[src/rtl/mdio_cmd_pkg.sv]
package mdio_cmd_pkg;
    typedef enum logic [1:0] {
        ST_IDLE = 2'd0,
        ST_LOW  = 2'd1,
        ST_HIGH = 2'd2
    } mdio_state_e;

    localparam int FRAME_BITS = 64;
    localparam int IDX_W      = $clog2(FRAME_BITS);
    localparam int PRE_BITS   = 32;
    localparam int TA_FIRST   = 46;
    localparam int DATA_FIRST = 48;
    localparam int DATA_W     = 16;
    localparam int FIELD_W    = 5;
endpackage

[src/rtl/mdio_mdc_div.sv]
module mdio_mdc_div #(
    parameter int DIV_W = 8
) (
    input  logic             clk,
    input  logic             rst_n,
    input  logic             restart,
    input  logic [DIV_W-1:0] div_half,
    output logic             tick
);
    logic [DIV_W-1:0] cnt_q;

    assign tick = (cnt_q == div_half);

    always_ff @(posedge clk or negedge rst_n) begin
        if (!rst_n)
            cnt_q <= '0;
        else if (restart || tick)
            cnt_q <= '0;
        else
            cnt_q <= cnt_q + 1'b1;
    end
endmodule

[src/rtl/mdio_frame_fsm.sv]
module mdio_frame_fsm
    import mdio_cmd_pkg::*;
(
    input  logic              clk,
    input  logic              rst_n,
    input  logic              start,
    input  logic              tick,
    input  logic              dir_wr,
    input  logic              mdio_i,
    output mdio_state_e       state_q,
    output logic [IDX_W-1:0]  idx_q,
    output logic              done,
    output logic [DATA_W-1:0] rd_word
);
    localparam logic [IDX_W-1:0] LAST_IDX = IDX_W'(FRAME_BITS - 1);
    localparam logic [IDX_W-1:0] DATA_IDX = IDX_W'(DATA_FIRST);

    mdio_state_e       state_d;
    logic [IDX_W-1:0]  idx_d;
    logic [DATA_W-1:0] shift_q, shift_d;

    always_comb begin
        state_d = state_q;
        idx_d   = idx_q;
        shift_d = shift_q;
        done    = 1'b0;
        unique case (state_q)
            ST_IDLE: begin
                if (start) begin
                    state_d = ST_LOW;
                    idx_d   = '0;
                end
            end
            ST_LOW: begin
                if (tick) begin
                    state_d = ST_HIGH;
                    if (!dir_wr && idx_q >= DATA_IDX)
                        shift_d = {shift_q[DATA_W-2:0], mdio_i};
                end
            end
            ST_HIGH: begin
                if (tick) begin
                    if (idx_q == LAST_IDX) begin
                        state_d = ST_IDLE;
                        idx_d   = '0;
                        done    = 1'b1;
                    end else begin
                        state_d = ST_LOW;
                        idx_d   = idx_q + 1'b1;
                    end
                end
            end
            default: state_d = ST_IDLE;
        endcase
    end

    always_ff @(posedge clk or negedge rst_n) begin
        if (!rst_n) begin
            state_q <= ST_IDLE;
            idx_q   <= '0;
            shift_q <= '0;
        end else begin
            state_q <= state_d;
            idx_q   <= idx_d;
            shift_q <= shift_d;
        end
    end

    assign rd_word = shift_q;

    // an MDC phase only ends on a divider tick
    p_phase_hold_r8: assert property (@(posedge clk) disable iff (!rst_n)
        (state_q != ST_IDLE && !tick) |=> $stable(state_q))
        else $error("p_phase_hold_r8");

    // the tick that ends the last high phase returns to idle
    p_last_bit_done_r2: assert property (@(posedge clk) disable iff (!rst_n)
        (state_q == ST_HIGH && tick && idx_q == LAST_IDX) |=> state_q == ST_IDLE)
        else $error("p_last_bit_done_r2");

    // every falling edge inside the frame moves to the next bit
    p_bit_advance_r4: assert property (@(posedge clk) disable iff (!rst_n)
        (state_q == ST_HIGH && tick && idx_q != LAST_IDX) |=> idx_q == $past(idx_q) + 1'b1)
        else $error("p_bit_advance_r4");
endmodule

[src/rtl/mdio_bit_mux.sv]
module mdio_bit_mux
    import mdio_cmd_pkg::*;
(
    input  mdio_state_e        state,
    input  logic [IDX_W-1:0]   idx,
    input  logic               dir_wr,
    input  logic [FIELD_W-1:0] phy,
    input  logic [FIELD_W-1:0] regn,
    input  logic [DATA_W-1:0]  wdata,
    output logic               mdio_o,
    output logic               mdio_oe
);
    logic [15:0] hdr;
    logic        active;

    assign active = (state != ST_IDLE);
    assign hdr    = {2'b01, (dir_wr ? 2'b01 : 2'b10), phy, regn, 2'b10};

    always_comb begin
        if (idx < IDX_W'(PRE_BITS))
            mdio_o = 1'b1;
        else if (idx < IDX_W'(DATA_FIRST))
            mdio_o = hdr[~idx[3:0]];
        else
            mdio_o = wdata[~idx[3:0]];
        mdio_oe = active && (dir_wr || idx < IDX_W'(TA_FIRST));
    end
endmodule

[src/rtl/mdio_cmd_ctrl.sv]
module mdio_cmd_ctrl
    import mdio_cmd_pkg::*;
#(
    parameter int DIV_W = 8
) (
    input  logic             clk,
    input  logic             rst_n,
    input  logic             host_en,
    input  logic             host_we,
    input  logic [2:0]       host_addr,
    input  logic [31:0]      host_wdata,
    output logic [31:0]      host_rdata,
    input  logic [DIV_W-1:0] div_half,
    output logic             mdc,
    output logic             mdio_o,
    output logic             mdio_oe,
    input  logic             mdio_i
);
    mdio_state_e        state;
    logic [IDX_W-1:0]   idx;
    logic               tick, done, busy, accept, cmd_wr, data_wr;
    logic [DATA_W-1:0]  rd_word, data_q;
    logic [FIELD_W-1:0] phy_q, reg_q;
    logic               dir_q;

    assign busy    = (state != ST_IDLE);
    assign mdc     = (state == ST_HIGH);
    assign cmd_wr  = host_en && host_we && !host_addr[2];
    assign data_wr = host_en && host_we &&  host_addr[2];
    assign accept  = cmd_wr && host_wdata[0] && !busy;

    always_ff @(posedge clk or negedge rst_n) begin
        if (!rst_n) begin
            phy_q  <= '0;
            reg_q  <= '0;
            dir_q  <= 1'b0;
            data_q <= '0;
        end else begin
            if (accept) begin
                dir_q <= host_wdata[1];
                reg_q <= host_wdata[8:4];
                phy_q <= host_wdata[16:12];
            end
            if (done && !dir_q)
                data_q <= rd_word;
            else if (data_wr)
                data_q <= host_wdata[DATA_W-1:0];
        end
    end

    assign host_rdata = host_addr[2] ? {16'b0, data_q}
                                     : {15'b0, phy_q, 3'b0, reg_q, 2'b0, dir_q, busy};

    mdio_mdc_div #(.DIV_W(DIV_W)) u_div (
        .clk(clk), .rst_n(rst_n), .restart(accept), .div_half(div_half), .tick(tick)
    );

    mdio_frame_fsm u_fsm (
        .clk(clk), .rst_n(rst_n), .start(accept), .tick(tick), .dir_wr(dir_q),
        .mdio_i(mdio_i), .state_q(state), .idx_q(idx), .done(done), .rd_word(rd_word)
    );

    mdio_bit_mux u_mux (
        .state(state), .idx(idx), .dir_wr(dir_q), .phy(phy_q), .regn(reg_q),
        .wdata(data_q), .mdio_o(mdio_o), .mdio_oe(mdio_oe)
    );

    // a command write while busy leaves the stored fields alone
    p_cmd_ignored_r3: assert property (@(posedge clk) disable iff (!rst_n)
        (busy && cmd_wr) |=> ($stable(phy_q) && $stable(reg_q) && $stable(dir_q)))
        else $error("p_cmd_ignored_r3");

    // the line is released from turnaround to the end of a read
    p_read_release_r6: assert property (@(posedge clk) disable iff (!rst_n)
        (busy && !dir_q && idx >= IDX_W'(TA_FIRST)) |-> !mdio_oe)
        else $error("p_read_release_r6");

    // idle keeps MDC low and the pin released
    p_idle_quiet_r8: assert property (@(posedge clk) disable iff (!rst_n)
        !busy |-> (!mdc && !mdio_oe))
        else $error("p_idle_quiet_r8");

    // a write frame drives the line for every bit
    p_write_drives_r7: assert property (@(posedge clk) disable iff (!rst_n)
        (busy && dir_q) |-> mdio_oe)
        else $error("p_write_drives_r7");
endmodule

[config.mk]
export PLATFORM = sky130hd
export DESIGN_NAME = mdio_cmd_ctrl
export DESIGN_NICKNAME = d
export VERILOG_FILES = /design/src/rtl/mdio_cmd_pkg.sv /design/src/rtl/mdio_mdc_div.sv /design/src/rtl/mdio_frame_fsm.sv /design/src/rtl/mdio_bit_mux.sv /design/src/rtl/mdio_cmd_ctrl.sv
export SDC_FILE = /design/constraint.sdc
export NUM_CORES = 1
export LEC_CHECK = 0
export BUFFER_PORTS_ARGS = -buffer_cell sky130_fd_sc_hd__buf_2
export CORE_MARGIN = 10
export CORE_UTILIZATION = 53
export DETAILED_ROUTE_END_ITERATION = 12
export PLACE_DENSITY = 0.8
export SETUP_SLACK_MARGIN = 0.3
export SYNTH_ARGS = -nofsm -noshare
export SYNTH_HDL_FRONTEND = slang
export SYNTH_SLANG_ARGS = --single-unit
[constraint.sdc]
create_clock -name clk -period 2.5 [get_ports clk]
set_input_delay 0.125 -clock clk [delete_from_list [all_inputs] [get_ports clk]]
set_output_delay 0.125 -clock clk [all_outputs]
set_load 0.02 [all_outputs]
==> flow_summary.ini, run 1 <==
[timing]
slew_headroom_pct = 63.5
setup_tns_ps = 0
finalCriticalPeriod_ps = 2260
worstMarginPinSlew_ps = 547
max_freq_ghz = 0.443
period_share_pct = 90.4
clock_skew_ps = 4.25
maxSlewViolCount = 0
whs_ps = 10.7
hold_violations = 0
setup_viol = 0
rsz0062_at_grt = yes

[global_routing]
gr-total-overflow = 0
grt_pass1_wl_um = 12400
grt_pass1_vias = 2571
antenna_found_initial = 0
grt_max_degree = 33
grt.total_usage_pct = 15.6

[synthesis]
ys_seq_area_share_pct = 45.9
yosys.cell_types.count = 40
synth-seq-cells = 59
synth_warnings = 0
netlist_area_mm2 = 0.00322
synth_edf_count = 0
syn_area_per_cell_um2 = 10.6
synthFlopType = dfrtp_1
synthCells = 304
async_flop_share_pct = 100

[placement]
place_inst = 423
gp_congestion = 0.909
numPortBuffers = 50
dpl.hpwl_um = 5340

[clock_tree]
root_buffer = clkbuf_8
cts_buffers = 9
htree_levels = 3
clk_pin_slew_ps = 60
clkLatencyLatePin_ps = 340
cts.path.max_buffers = 2
cts.sinks = 59
cts_tree = yes

[power_and_ir_drop]
intPower_mw = 2.16
pwr-share-comb_pct = 29.6
power_frac_seq_pct = 42.3
switchingPower_mw = 1.07
leakage_nw = 2.05
power_density_mw_per_mm2 = 822
p_clk_share_pct = 28.1
vdd_drop_max_mv = 0.396
finalPower_mw = 3.23
sw_frac_of_total_pct = 33.2

[floorplan]
core_mm2 = 0.00592
ioPinCount = 83
dieArea_mm2 = 0.00959
die-width_um = 97.9
die_y_um = 97.9
initial_core_util_pct = 54.3
rows = 28

[setup_path]
worstPathMaxFanout = 2
cp_num_buf_inv = 1
cp_common_cell = mux4_2
cp_data_required_time_ps = 2380
cp_cell_sequence = mux4_2 > mux4_2 > nor3b_2 > nor2_1 > buf_4
worstSetupPathType = flop to output pin
end_kind = output pin
cp.arrival_ps = 2130
cp_slowest_cell = mux4_2
critical_path.top_delay_family = multiplexers
critical_path.max_stage_delay_ps = 520
cp-start-kind = flop

[cells_and_area]
utilization_pct = 66.4
drive_above_1_share_pct = 34.0
mostFrequentLayoutCells = dfrtp_1, buf_2, nand2_1
final_common_cell = dfrtp_1
antenna_cells = 0
num-fill-cells = 470
multi_input_area_mm2 = 0.00166
final_nets = 427
area_growth_pct = 22.1
register_area_mm2 = 0.00148
final_cells = 457

[routing]
vias = 2489
detail_route.iter0.violations = 173
drt.antenna.violating_nets = 0
vias_per_cell = 5.45
routed_wl_um = 7780
routedWlPerCell_um = 17.0
dr.pass1.iters = 4
drc = 0

[run_status]
status = complete, no violations

[flow_run]
max_cap_violations = 0

[min_path]
min_path_type = primary input to flop
## cell type report
class	count	share of cell area, %
multi-input cells	229	42.4
flip-flops and latches	59	37.7
repair buffers	76	12.1
clock buffers	15	4.49
well taps	75	2.39
clock inverters	1	0.764
inverters	2	0.191
## registers in the layout, summed over array words and instances, names as in the netlist
register,flops
dir_q,1
u_fsm.rd_word,16
u_fsm.state_q,2
reg_q,5
u_div.cnt_q,8
phy_q,5
data_q,16
u_fsm.idx_q,6
## final timing paths
kind | startpoint | end | slack, ps | cells past startpoint
setup / recovery | u_fsm.idx_q[1] | mdio_o | 240 | 5
hold / removal | host_wdata[14] | phy_q[2] | 10 | 3
setup reg to reg | u_div.cnt_q[6] | u_fsm.rd_word[12] | 310 | 5
hold reg to reg | reg_q[0] | reg_q[0] | 510 | 2
max in group asynchronous | rst_n | u_fsm.idx_q[0] | 1550 | 3
min in group asynchronous | rst_n | u_fsm.rd_word[3] | 300 | 2
## power groups by stage
stage / clock network, mW / registers, mW / logic, mW
finish: 0.907 / 1.37 / 0.957
global route: 0.962 / 1.39 / 1.05
CTS: 0.916 / 1.37 / 0.846
detailed placement: 0 / 1.38 / 0.798
global placement: 0 / 1.37 / 0.774
floorplan: 0 / 1.32 / 0.607
## layer usage
layer	wire, um	vias up	GRT usage (%)
met5	0	-	0
met4	66	0	5.03
met3	531	8	4.58
met2	4020	83	26.7
met1	3160	1229	18.3
li1	-	1169	-
## Yosys cell counts (2+ instances only)
| cell type | count | area, um^2 |
|---|---|---|
| nand3_1 | 7 | 35.0 |
| a21oi_1 | 20 | 100 |
| nor3b_1 | 2 | 15.0 |
| nor3_1 | 2 | 10.0 |
| dfrtp_1 | 59 | 1480 |
| a31oi_1 | 3 | 18.8 |
| xor2_1 | 13 | 114 |
| and2_1 | 7 | 43.8 |
| mux2i_1 | 17 | 170 |
| buf_6 | 2 | 22.5 |
| nor2_1 | 31 | 116 |
| inv_1 | 2 | 7.51 |
| mux4_2 | 7 | 158 |
| mux2_2 | 17 | 191 |
| nand2_1 | 40 | 150 |
| xnor2_1 | 3 | 26.3 |
| buf_4 | 15 | 113 |
| nand2b_1 | 4 | 25.0 |
| nand4_1 | 4 | 25.0 |
| clkbuf_1 | 11 | 41.3 |
| nor4_2 | 2 | 25.0 |
| mux2_4 | 10 | 150 |
| and3_1 | 3 | 18.8 |
| ha_1 | 2 | 25.0 |
| o21ai_0 | 6 | 30.0 |
## what timing repair did
item	CTS	global route
setup endpoints to repair	17	17
resized for setup	8	7
hold buffers	7	0
setup buffers	1	9
endpoints found under the hold margin	29	0
pin swaps	0	6
cloned	0	1
## worst register-to-register path, stage by stage (launching register included)
cell	delay [ps]
dfrtp_1	410
xor2_2	180
nor4_4	340
nand2_2	140
or4_4	670
mux2_4	340
## kinds of logic (layout without fill, tap and decap cells)
group	count (synthesis)	in the layout	share of synthesized area, %
adder cells (fa/ha/maj)	2	2	0.778
multiplexers	51	51	20.8
buffers and inverters	31	94	5.83
AND/OR/NAND/NOR	110	111	16.3
XOR/XNOR	16	16	4.36
flip-flops	59	59	45.9
AO/OA/AOI/OAI	34	34	5.95
other	1	15	0.117
## metrics by stage
step	cell area (um^2)	setup slack, ps
final	3930	241
after global routing	3930	179
after CTS	3820	234
after detailed placement	3500	240
after global placement	3500	274
after floorplan	3270	293
No activity file was read; power rests on OpenSTA's default activity.
==> run 2, diff against run 1 <==
--- a/config.mk
+++ b/config.mk
@@ -10,7 +10,6 @@
 export CORE_UTILIZATION = 53
 export DETAILED_ROUTE_END_ITERATION = 12
 export PLACE_DENSITY = 0.8
-export SETUP_SLACK_MARGIN = 0.3
 export SYNTH_ARGS = -nofsm -noshare
 export SYNTH_HDL_FRONTEND = slang
 export SYNTH_SLANG_ARGS = --single-unit
==> run 2 against run 1 <==
First-iteration DRC count up 36%. Cell count down 2.8%. Sequential power about the same. Register-to-register slack worse by 100 ps. Largest cell class unchanged.
==> flow_summary.ini, run 2 (synthesis results as in run 1) <==
[run_status]
status = complete, no violations

[timing]
finalCriticalPeriod_ps = 2360
setup_tns_ps = 0
slew_headroom_pct = 50.6
rsz0062_at_grt = no
setup_viol = 0
max_freq_ghz = 0.423
hold_violations = 0
clock_skew_ps = 3.98
period_share_pct = 94.5
worstMarginPinSlew_ps = 742
maxSlewViolCount = 0

[floorplan]
dieArea_mm2 = 0.00959
ioPinCount = 83
rows = 28
initial_core_util_pct = 54.3
core_mm2 = 0.00592
die_y_um = 97.9
die-width_um = 97.9

[clock_tree]
root_buffer = clkbuf_8
cts.path.max_buffers = 2
htree_levels = 3
cts_buffers = 9
clk_pin_slew_ps = 60
cts_tree = yes
clkLatencyLatePin_ps = 340
cts.sinks = 59
post_cts_buffers = 0

[global_routing]
grt_max_degree = 60
gr-total-overflow = 0
use_met3_pct = 5.71
grt.total_usage_pct = 15.4
use_met2_pct = 25.7
top_usage_layer = met2
antenna_found_initial = 0
grt_pass1_vias = 2506
grt_pass1_wl_um = 12200
use_met1_pct = 18.0

[setup_path]
cp_slowest_cell = mux4_2
cp.arrival_ps = 2240
cp-start-kind = flop
cp_common_cell = mux4_2
end_kind = output pin
critical_path.max_stage_delay_ps = 480
cp_num_buf_inv = 2
worstSetupPathType = flop to output pin
cp_data_required_time_ps = 2380
critical_path.top_delay_family = multiplexers
worstPathMaxFanout = 11
cp_cell_sequence = buf_6 > mux4_2 > mux4_2 > nor3b_1 > nor2_1 > buf_2

[cells_and_area]
final_nets = 416
antenna_cells = 0
mostFrequentLayoutCells = dfrtp_1, buf_2, nand2_1
area_growth_pct = 16.2
drive_above_1_share_pct = 30.6
final_cells = 444
final_common_cell = dfrtp_1
num-fill-cells = 473

[power_and_ir_drop]
vdd_drop_max_mv = 0.447
leakage_nw = 1.97
power_density_mw_per_mm2 = 785

[placement]
numPortBuffers = 50
place_inst = 424
gp_congestion = 0.891
dpl.hpwl_um = 5200

[routing]
vias_per_cell = 5.46
drt.antenna.violating_nets = 0
drc = 0
vias = 2425
routedWlPerCell_um = 16.4
detail_route.iter0.violations = 236
dr.pass1.iters = 4
routed_wl_um = 7280

[min_path]
min_path_type = primary input to flop

[flow_run]
max_cap_violations = 0
[run 2: final timing paths]
check / from / end / slack [ps] / cells past startpoint
worst max-delay path: u_fsm.idx_q[0] / mdio_o / 140 / 6
worst min-delay path: host_wdata[5] / reg_q[1] / 6 / 3
worst max register to register: u_div.cnt_q[6] / u_fsm.rd_word[2] / 210 / 5
worst min register to register: phy_q[4] / phy_q[4] / 500 / 2
max in group asynchronous: rst_n / u_fsm.idx_q[4] / 1540 / 3
min in group asynchronous: rst_n / u_fsm.rd_word[0] / 460 / 3
[run 2: where the power goes]
| group | total [mW] | switching, mW | internal, mW |
|---|---|---|---|
| Clock | 0.752 | 0.356 | 0.397 |
| Combinational | 0.813 | 0.438 | 0.376 |
| Sequential | 1.37 | 0.207 | 1.16 |
[run 2: worst min-delay path, stage by stage]
cell and delay, ps:
buf_2 90, nand2_1 50, nand2_1 40
[run 2: routing by layer]
layer / vias to the layer above / wire length, um
li1: 1149 / -
met1: 1186 / 3040
met2: 75 / 3650
met3: 15 / 480
met4: 0 / 112
met5: - / 0
[run 2: repair_timing]
item                       4_1_cts  5_1_grt
setup endpoints to repair        0        1
hold endpoints to repair        64        0
resized for setup                0        1
hold buffers                     6        0
[run 2: layout make-up]
| cell class | count | area (um^2) | share of cell area [%] |
|---|---|---|---|
| multi-input cells | 228 | 1610 | 42.9 |
| flip-flops and latches | 59 | 1480 | 39.5 |
| repair buffers | 66 | 389 | 10.4 |
| clock buffers | 11 | 151 | 4.05 |
| well taps | 75 | 93.8 | 2.51 |
| clock inverters | 3 | 15.0 | 0.402 |
| inverters | 2 | 7.51 | 0.201 |
[run 2: through the flow]
| step | worst slack (ps) | instance area, um^2 | hold WS [ps] | total power, mW | util, % |
|---|---|---|---|---|---|
| after floorplan | 186 | 3270 | -171 | 1.92 | - |
| after global placement | 250 | 3510 | 319 | 2.15 | 59.3 |
| after detailed placement | 226 | 3510 | 321 | 2.19 | 59.3 |
| after CTS | 67.9 | 3730 | 1.08 | 2.95 | 63.1 |
| after global routing | 8.84 | 3740 | 5.97 | 3.11 | 63.1 |
| final | 136 | 3740 | 6.12 | 2.93 | 63.1 |
==> run 3, diff against run 2 <==
--- a/config.mk
+++ b/config.mk
@@ -7,9 +7,10 @@
 export LEC_CHECK = 0
 export BUFFER_PORTS_ARGS = -buffer_cell sky130_fd_sc_hd__buf_2
 export CORE_MARGIN = 10
-export CORE_UTILIZATION = 53
+export CORE_UTILIZATION = 55
+export CTS_BUF_LIST = sky130_fd_sc_hd__clkbuf_8
 export DETAILED_ROUTE_END_ITERATION = 12
-export PLACE_DENSITY = 0.8
+export PLACE_DENSITY = 0.82
 export SYNTH_ARGS = -nofsm -noshare
 export SYNTH_HDL_FRONTEND = slang
 export SYNTH_SLANG_ARGS = --single-unit
==> run 3 against run 2 <==
Clock skew barely moved. Sequential share of layout area fell by 1.4 points. Clock power rose by 42%. Critical path type unchanged. First-iteration DRC count fell by 11%. Register-to-register slack improved by 20 ps. Worst hold slack improved by 4.3 ps. Via count rose by 2.8%. Sequential power barely moved. Sequential cell count did not move. Largest power group unchanged. Critical path depth did not move. Cell count rose by 1.1%.
==> flow_summary.ini, run 3 (synthesis results as in run 1) <==
[run_status]
status = complete, no violations

[setup_path]
worstSetupPathType = flop to output pin
worstPathMaxFanout = 11
cp-start-kind = flop
end_kind = output pin
cp_data_required_time_ps = 2380
cp.arrival_ps = 2230

[power_and_ir_drop]
sw_frac_of_total_pct = 31.7
power_frac_seq_pct = 42.0
intPower_mw = 2.23
switchingPower_mw = 1.03
vdd_drop_max_mv = 0.493
pwr-share-comb_pct = 25.3
p_clk_share_pct = 32.8
power_density_mw_per_mm2 = 842
leakage_nw = 2.04

[clock_tree]
clk_pin_slew_ps = 70
cts_buffers = 9
post_cts_buffers = 0
cts.path.max_buffers = 2
clkLatencyLatePin_ps = 340
htree_levels = 3
root_buffer = clkbuf_8
cts_tree = yes
cts.sinks = 59

[min_path]
min_path_type = primary input to flop

[timing]
setup_viol = 0
slew_headroom_pct = 53.0
worstMarginPinSlew_ps = 705
clock_skew_ps = 3.78
rsz0062_at_grt = no
finalCriticalPeriod_ps = 2360
maxSlewViolCount = 0
hold_violations = 0
setup_tns_ps = 0
period_share_pct = 94.4
max_freq_ghz = 0.424

[cells_and_area]
drive_above_1_share_pct = 30.3
final_cells = 449
final_nets = 421
register_area_mm2 = 0.00148
final_common_cell = dfrtp_1
mostFrequentLayoutCells = dfrtp_1, buf_2, nand2_1
multi_input_area_mm2 = 0.00161
final_cell_area_mm2 = 0.00387
num-fill-cells = 415
area_growth_pct = 20.5

[floorplan]
rows = 27
ioPinCount = 83
core_mm2 = 0.00557
initial_core_util_pct = 57.7
die-width_um = 96.5
die_y_um = 96.5
dieArea_mm2 = 0.00931

[flow_run]
max_cap_violations = 0

[placement]
numPortBuffers = 50
gp_congestion = 0.879
place_inst = 421
placed_cell_area_mm2 = 0.00352
dpl.hpwl_um = 5360

[routing]
vias_per_cell = 5.55
drt.antenna.violating_nets = 0
detail_route.iter0.violations = 211
routed_wl_um = 7580
routedWlPerCell_um = 16.9
drc = 0
dr.pass1.iters = 4
vias = 2492

[global_routing]
antenna_found_initial = 0
grt_pass1_wl_um = 12200
grt_pass1_vias = 2490
grt.total_usage_pct = 16.8
grt_max_degree = 33
gr-total-overflow = 0
## run 3: changes by cell type in the layout (fill, tap and decap cells not counted)
cell	previous run	this run
diode_2	0	1
buf_4	9	8
bufinv_16	0	3
buf_12	0	1
inv_1	2	3
clkbuf_8	11	10
dlygate4sd3_1	6	11
clkinv_2	3	2
## run 3: worst max-delay path, stage by stage, from the launching register on
cell	delay (ps)
dfrtp_1	440
buf_6	200
mux4_2	330
mux4_2	470
nor3b_1	200
nor2_1	80
buf_2	170
## run 3: routing by layer
metal | vias to the layer above | part of all wire (%) | global-route usage (%)
met2 | 78 | 49 | 26.5
met3 | 24 | 6.1 | 3.93
met4 | 0 | 2.9 | 9.32
li1 | 1164 | - | -
met1 | 1226 | 42 | 20.9
met5 | - | 0 | 0
## run 3: stage by stage
step           utilization (%)  hold slack (ps)  power, mW  setup slack [ps]
2_1_floorplan                -             -171       1.92               186
3_3_place_gp              63.1              196       2.15               255
3_5_place_dp              63.1              197       2.20               242
4_1_cts                   69.4             1.70       3.27              85.1
5_1_grt                   69.5             10.9       3.43              35.6
6_report                  69.5             10.4       3.26               141
## run 3: path summary, 6_finish.rpt
| check | from | end | slack [ps] | cells after the start |
|---|---|---|---|---|
| max in group asynchronous | rst_n | u_fsm.rd_word[4] | 1540 | 3 |
| setup reg to reg | u_div.cnt_q[6] | u_fsm.rd_word[14] | 230 | 5 |
| setup / recovery | u_fsm.idx_q[0] | mdio_o | 140 | 6 |
| hold / removal | mdio_i | u_fsm.rd_word[0] | 10 | 2 |
| min in group asynchronous | rst_n | u_div.cnt_q[4] | 360 | 2 |
| hold reg to reg | phy_q[1] | phy_q[1] | 510 | 2 |
## run 3: final cells by class
class                      instances  area share (%)
multi-input combinational        228            41.4
tap                               72            2.32
timing repair buffer              71            11.7
clock inverter                     6            2.68
sequential                        59            38.1
inverter                           2           0.194
clock buffer                      10            3.55
antenna                            1          0.0646
## run 3: timing repair
item | CTS | global route
gates resized for setup | 0 | 1
setup endpoints to repair | 0 | 1
hold buffers | 11 | 0
hold endpoints to repair | 38 | 0
## run 3: power by group through the flow
stage                     Combinational, mW  Clock [mW]  Sequential (mW)
after floorplan                       0.608           0             1.32
after global placement                0.787           0             1.37
after detailed placement              0.816           0             1.38
after CTS                             0.832        1.08             1.36
after global routing                  0.912        1.12             1.40
final                                 0.824        1.07             1.37
